**src/rtl/eag_pkg.sv**
```systemverilog
package eag_pkg;

  // displacement size codes carried on the dispSize pin
  typedef enum logic [1:0] {
    DISP_NONE = 2'd0,
    DISP_B8   = 2'd1,
    DISP_B16  = 2'd2,
    DISP_B32  = 2'd3
  } dispSizeT;

  // strobes passed from control to datapath
  typedef struct packed {
    logic loadAddr;
    logic markValid;
  } ctrlStrobeT;

endpackage

```
**src/rtl/eag_index_scale.sv**
```systemverilog
module eag_index_scale #(
  parameter int ADDR_W    = 32,
  parameter int CODE_W    = 2,
  parameter int MAX_SHIFT = 2
) (
  input  logic [ADDR_W-1:0] indexVal,
  input  logic [CODE_W-1:0] scaleCode,
  output logic [ADDR_W-1:0] scaled
);

  localparam int CAND_N = MAX_SHIFT + 1;

  logic [ADDR_W-1:0] cand [CAND_N];

  // one shifted copy per legal scale; codes beyond MAX_SHIFT saturate
  for (genvar s = 0; s < CAND_N; s++) begin : g_cand
    assign cand[s] = indexVal << s;
  end

  always_comb begin
    scaled = cand[0];
    for (int s = 1; s < CAND_N; s++) begin
      if (32'(scaleCode) >= s) scaled = cand[s];
    end
  end

endmodule

```
**src/rtl/eag_disp_ext.sv**
```systemverilog
module eag_disp_ext #(
  parameter int ADDR_W = 32
) (
  input  logic [1:0]        dispSize,
  input  logic [ADDR_W-1:0] dispRaw,
  output logic [ADDR_W-1:0] dispExt
);
  import eag_pkg::*;

  localparam int NARROW_W = 8;
  localparam int MID_W    = 16;

  dispSizeT sizeCode;

  always_comb begin
    sizeCode = dispSizeT'(dispSize);
    unique case (sizeCode)
      DISP_NONE: dispExt = '0;
      DISP_B8:   dispExt = {{(ADDR_W-NARROW_W){dispRaw[NARROW_W-1]}}, dispRaw[NARROW_W-1:0]};
      DISP_B16:  dispExt = {{(ADDR_W-MID_W){dispRaw[MID_W-1]}}, dispRaw[MID_W-1:0]};
      default:   dispExt = dispRaw;
    endcase
  end

endmodule

```
**src/rtl/eag_datapath.sv**
```systemverilog
module eag_datapath #(
  parameter int ADDR_W    = 32,
  parameter int CODE_W    = 2,
  parameter int MAX_SHIFT = 2
) (
  input  logic                clk,
  input  logic                rstN,
  input  eag_pkg::ctrlStrobeT strobe,
  input  logic                baseEn,
  input  logic                indexEn,
  input  logic [CODE_W-1:0]   scaleCode,
  input  logic [1:0]          dispSize,
  input  logic [ADDR_W-1:0]   dispRaw,
  input  logic [ADDR_W-1:0]   baseVal,
  input  logic [ADDR_W-1:0]   indexVal,
  output logic [ADDR_W-1:0]   outAddr
);

  logic [ADDR_W-1:0] scaledIdx;
  logic [ADDR_W-1:0] dispExt;
  logic [ADDR_W-1:0] baseTerm;
  logic [ADDR_W-1:0] indexTerm;
  logic [ADDR_W-1:0] addrSum;

  eag_index_scale #(
    .ADDR_W   (ADDR_W),
    .CODE_W   (CODE_W),
    .MAX_SHIFT(MAX_SHIFT)
  ) u_scale (
    .indexVal (indexVal),
    .scaleCode(scaleCode),
    .scaled   (scaledIdx)
  );

  eag_disp_ext #(
    .ADDR_W(ADDR_W)
  ) u_disp (
    .dispSize(dispSize),
    .dispRaw (dispRaw),
    .dispExt (dispExt)
  );

  // absent terms are forced to zero before the adder
  always_comb begin
    baseTerm  = baseEn  ? baseVal   : '0;
    indexTerm = indexEn ? scaledIdx : '0;
    addrSum   = baseTerm + indexTerm + dispExt;
  end

  always_ff @(posedge clk or negedge rstN) begin
    if (!rstN) begin
      outAddr <= '0;
    end else if (strobe.loadAddr) begin
      outAddr <= addrSum;
    end
  end

endmodule

```
**src/rtl/eag_ctrl.sv**
```systemverilog
module eag_ctrl (
  input  logic                clk,
  input  logic                rstN,
  input  logic                inValid,
  output eag_pkg::ctrlStrobeT strobe,
  output logic                outValid
);

  always_comb begin
    strobe.loadAddr  = inValid;
    strobe.markValid = inValid;
  end

  always_ff @(posedge clk or negedge rstN) begin
    if (!rstN) begin
      outValid <= 1'b0;
    end else begin
      outValid <= strobe.markValid;
    end
  end

endmodule

```
**src/rtl/scaled_addr_gen.sv**
```systemverilog
module scaled_addr_gen #(
  parameter int ADDR_W    = 32,
  parameter int REG_CNT   = 8,
  parameter int MAX_SHIFT = 2,
  parameter int CODE_W    = 2,
  localparam int SEL_W    = $clog2(REG_CNT)
) (
  input  logic              clk,
  input  logic              rstN,
  input  logic              inValid,
  input  logic              baseEn,
  input  logic [SEL_W-1:0]  baseSel,
  input  logic              indexEn,
  input  logic [SEL_W-1:0]  indexSel,
  input  logic [CODE_W-1:0] scaleCode,
  input  logic [1:0]        dispSize,
  input  logic [ADDR_W-1:0] dispRaw,
  output logic [SEL_W-1:0]  rdIdxBase,
  output logic [SEL_W-1:0]  rdIdxIndex,
  input  logic [ADDR_W-1:0] rdDataBase,
  input  logic [ADDR_W-1:0] rdDataIndex,
  output logic              outValid,
  output logic [ADDR_W-1:0] outAddr
);

  eag_pkg::ctrlStrobeT strobe;

  assign rdIdxBase  = baseSel;
  assign rdIdxIndex = indexSel;

  eag_ctrl u_ctrl (
    .clk     (clk),
    .rstN    (rstN),
    .inValid (inValid),
    .strobe  (strobe),
    .outValid(outValid)
  );

  eag_datapath #(
    .ADDR_W   (ADDR_W),
    .CODE_W   (CODE_W),
    .MAX_SHIFT(MAX_SHIFT)
  ) u_dp (
    .clk      (clk),
    .rstN     (rstN),
    .strobe   (strobe),
    .baseEn   (baseEn),
    .indexEn  (indexEn),
    .scaleCode(scaleCode),
    .dispSize (dispSize),
    .dispRaw  (dispRaw),
    .baseVal  (rdDataBase),
    .indexVal (rdDataIndex),
    .outAddr  (outAddr)
  );

endmodule

```
**config.mk**
```make
export PLATFORM = sky130hd
export DESIGN_NAME = scaled_addr_gen
export DESIGN_NICKNAME = d
export VERILOG_FILES = /design/src/rtl/eag_pkg.sv /design/src/rtl/eag_index_scale.sv /design/src/rtl/eag_disp_ext.sv /design/src/rtl/eag_datapath.sv /design/src/rtl/eag_ctrl.sv /design/src/rtl/scaled_addr_gen.sv
export SDC_FILE = /design/constraint.sdc
export NUM_CORES = 1
export LEC_CHECK = 0
export BUFFER_PORTS_ARGS = -buffer_cell sky130_fd_sc_hd__buf_4
export CAP_MARGIN = 20
export CORE_UTILIZATION = 59
export DETAILED_ROUTE_END_ITERATION = 16
export PLACE_DENSITY_LB_ADDON = 0.3
export SYNTH_ARGS = -nofsm -noshare
export SYNTH_HDL_FRONTEND = slang
export SYNTH_HIERARCHICAL = 1
export SYNTH_SLANG_ARGS = --single-unit
```
**constraint.sdc**
```tcl
create_clock -name clk -period 2.55 [get_ports clk]
set_clock_uncertainty 0.2 [all_clocks]
set_input_delay 0.765 -clock clk [delete_from_list [all_inputs] [get_ports clk]]
set_output_delay 0.765 -clock clk [all_outputs]
set_load 0.005 [all_outputs]
```
==> out/metrics.yaml, run 1 <==
outcome: "stopped before the end"
lastStage: "5_1_grt"
tool.error: "[ERROR GRT-0232] Routing congestion too high. Check the congestion heatmap in the GUI."
port_buffers: 137
clock_sink_count: 33
crit_endpoint: "u_dp/outAddr[31]$_DFFE_PN0P_/D"
syn_area_sq_mm: 0.005320
postPlaceCellArea_sq_mm: 0.007291
start_util_pct: 61.00
num_rows: 34
avgSynthCellArea_sq_um: 8.300
dp.cells: 963
dieWidth_um: 96.96
grt_start_max_net_pins: 34
fp.dieH_um: 96.96
cts_buffers: 5
syn_nets: 814
h-tree-depth: 2
yosysWarnings: 6
cts_hold_buf: 0
clock_path_buffers: 2
gp_congestion: 0.9283
grt_overflow: 789
io_pins: 150
worstEpCategory: "sequential cell input"
root_buffer: "clkbuf_8"
grtUsageTotal_pct: 99.08
syn_inst: 641
dp_hpwl_um: 13800
timing repair:
| item | CTS |
|---|---|
| gates resized for setup | 115 |
| pin swaps | 43 |
| gates cloned | 1 |
| buffers inserted | 20 |
| endpoints found under the setup margin | 30 |
per-layer routing:
metal | overflow | GRT usage, %
met5 | 0 | 19.78
met4 | 184 | 113.7
met3 | 9 | 72.40
met2 | 592 | 129.3
met1 | 4 | 91.18
metrics by stage:
stage / hold slack (ns) / setup WS (ns)
after global placement: 0.2752 / -1.565
after floorplan: 0.2694 / -1.341
after CTS: 0.2264 / -1.168
after detailed placement: 0.2846 / -1.764
==> inputs of run 2 (changes only) <==
- CORE_UTILIZATION: 59 -> 40
- PLACE_DENSITY_LB_ADDON: 0.3 -> 0.15
==> out/metrics.yaml, run 2 <==
vias: 5630
p_leak_nw: 4.019
max_freq_mhz: 271.6
cts_hold_buf: 0  # unchanged
clock_path_buffers: 2  # unchanged
core_sq_mm: 0.01277
path_buf_inv: 2
ant_nets: 0
yosysWarnings: 6  # unchanged
drcViolationCount: 0
layout_commonest_cell: "buf_4"
hold_violations: 0
fillers: 1022
antenna_found_initial: 0
grt_start_max_net_pins: 34
cp-end-kind: "register"
n_antenna_cell: 0
grt_pass1_wl_um: 27610
start_util_pct: 41.65  # -19 points
drive_above_1_share_pct: 50.22
tightest_slew_ns: 0.4862
area.growth.synth_to_final_pct: 62.68
path_cells: "buf_16 > buf_6 > mux2i_1 > o21ai_1 > and2_4 > fa_1 > ha_4 > a21oi_4 > o211ai_4 > o2111ai_4 > a21oi_2 > o21ba_4 > or4b_1 > o211ai_1"
cts_buffers: 5  # unchanged
rsz0062_at_grt: "yes"
layout_common_cells: "buf_4 (265), nand2_1 (84), and2_1 (53), o21ai_1 (49), mux2i_1 (48)"
finalWorstSetupSlack_ns: -1.132
period_needed_ns: 3.682
cts_tree: "yes"
drt_pass1_iterations: 4
port_buffers: 137  # unchanged
clock_sink_count: 33  # unchanged
drv_slew: 0
timing.slew.headroom_pct: 67.55
setup_violations: 30
cpMaxStageDelayCell: "fa_1"
dieWidth_um: 117.3  # +21%
syn_nets: 814  # unchanged
slowest_delay_ns: 0.50
crit_required_ns: 2.54
dieArea_sq_mm: 0.01377
fin_crit_sh_pct: 144.4
cp.arrival_ns: 3.67
h-tree-depth: 2  # unchanged
drv_cap: 0
regMostFlops: "u_dp/outAddr"
failed_checks: "setup timing"
outcome: "finished with violations"
crit_type: "in2reg"
root_buffer: "clkbuf_16"
nets: 1062
num_rows: 41  # +21%
viasPerCell: 5.301
grt_overflow: 0
drtIter0Drc: 243
gp_congestion: 0.8710  # -6.2%
syn_area_sq_mm: 0.005320  # unchanged
wl_um: 17510
clk_latency_ns: 0.27
hold_slack_ns: 0.2280
hold_class: "in2async"
peakVddDrop_uv: 341.0
dp_hpwl_um: 13580  # -1.6%
io_pins: 150  # unchanged
power_mw: 4.727
avgSynthCellArea_sq_um: 8.300  # unchanged
crit_family: "compound AO/OA/AOI/OAI gates"
fp.dieH_um: 117.3  # +21%
largestRegisters: "u_dp/outAddr: 32 flops, u_ctrl/outValid: 1 flops"
wl_per_cell_um: 16.49
largest_reg_flops: 32
syn_inst: 641  # unchanged
path_clk_slew_ns: 0.05
start_kind: "input port"
grt_pass1_vias: 5885
crit_fanout: 7
power.density_mw_per_mm2: 546.2
grtUsageTotal_pct: 24.67
[run 2: routing by layer]
metal | wire [um] | global-route usage [%] | vias to the layer above
li1 | - | - | 2724
met1 | 7037 | 27.44 | 2711
met2 | 9437 | 48.96 | 169
met3 | 691 | 3.064 | 26
met4 | 344 | 5.438 | 0
met5 | 0 | 0 | -
[run 2: final cells by class]
| cell class | instances | area, sq um | area share [%] |
|---|---|---|---|
| repair buffers | 291 | 2357 | 27.24 |
| inverters | 19 | 75.07 | 0.8674 |
| well taps | 172 | 215.2 | 2.487 |
| clock inverters | 1 | 30.03 | 0.3470 |
| multi-input cells | 539 | 5009 | 57.87 |
| flip-flops and latches | 33 | 825.8 | 9.542 |
| clock buffers | 7 | 142.6 | 1.648 |
[run 2: report_power, final]
part | internal [mW] | switching, mW | leakage (nW)
logic | 1.74 | 1.42 | 3.54
clock network | 0.488 | 0.217 | 0.0841
registers | 0.731 | 0.127 | 0.393
total | 2.96 | 1.76 | 4.02
[run 2: timing repair]
item	4_1_cts	5_1_grt
buffers inserted	14	21
endpoints found under the setup margin	30	30
cloned	1	1
pin swaps	27	63
gates resized for setup	86	110
[run 2: final timing paths]
kind	end	slack [ns]	start	cells after the start
worst max-delay path	u_dp/outAddr[23]	-1.13	scaleCode[0]	14
worst min-delay path	u_dp/outAddr[5]	0.23	rstN	1
worst max register to register	u_dp/outAddr[20]	1.47	u_dp/outAddr[20]	2
worst min register to register	u_dp/outAddr[16]	0.29	u_dp/outAddr[16]	2
max in group asynchronous	u_dp/outAddr[28]	1.61	rstN	1
min in group clk	u_dp/outAddr[16]	0.29	u_dp/outAddr[16]	2
[run 2: stage by stage]
step / TNS, ns / setup slack [ns] / cell area [sq um] / utilization [%] / cells
after global placement: -39.79 / -1.613 / 7336 / 57.43 / 1024
final: -26.76 / -1.132 / 8655 / 67.75 / 1062
after detailed placement: -41.18 / -1.717 / 7336 / 57.43 / 1024
after CTS: -26.28 / -1.203 / 7970 / 62.40 / 1043
after global routing: -30.12 / -1.265 / 8655 / 67.75 / 1062
after floorplan: -30.09 / -1.341 / 5492 / - / 641
Note: power is estimated with default switching activity, not from simulation.
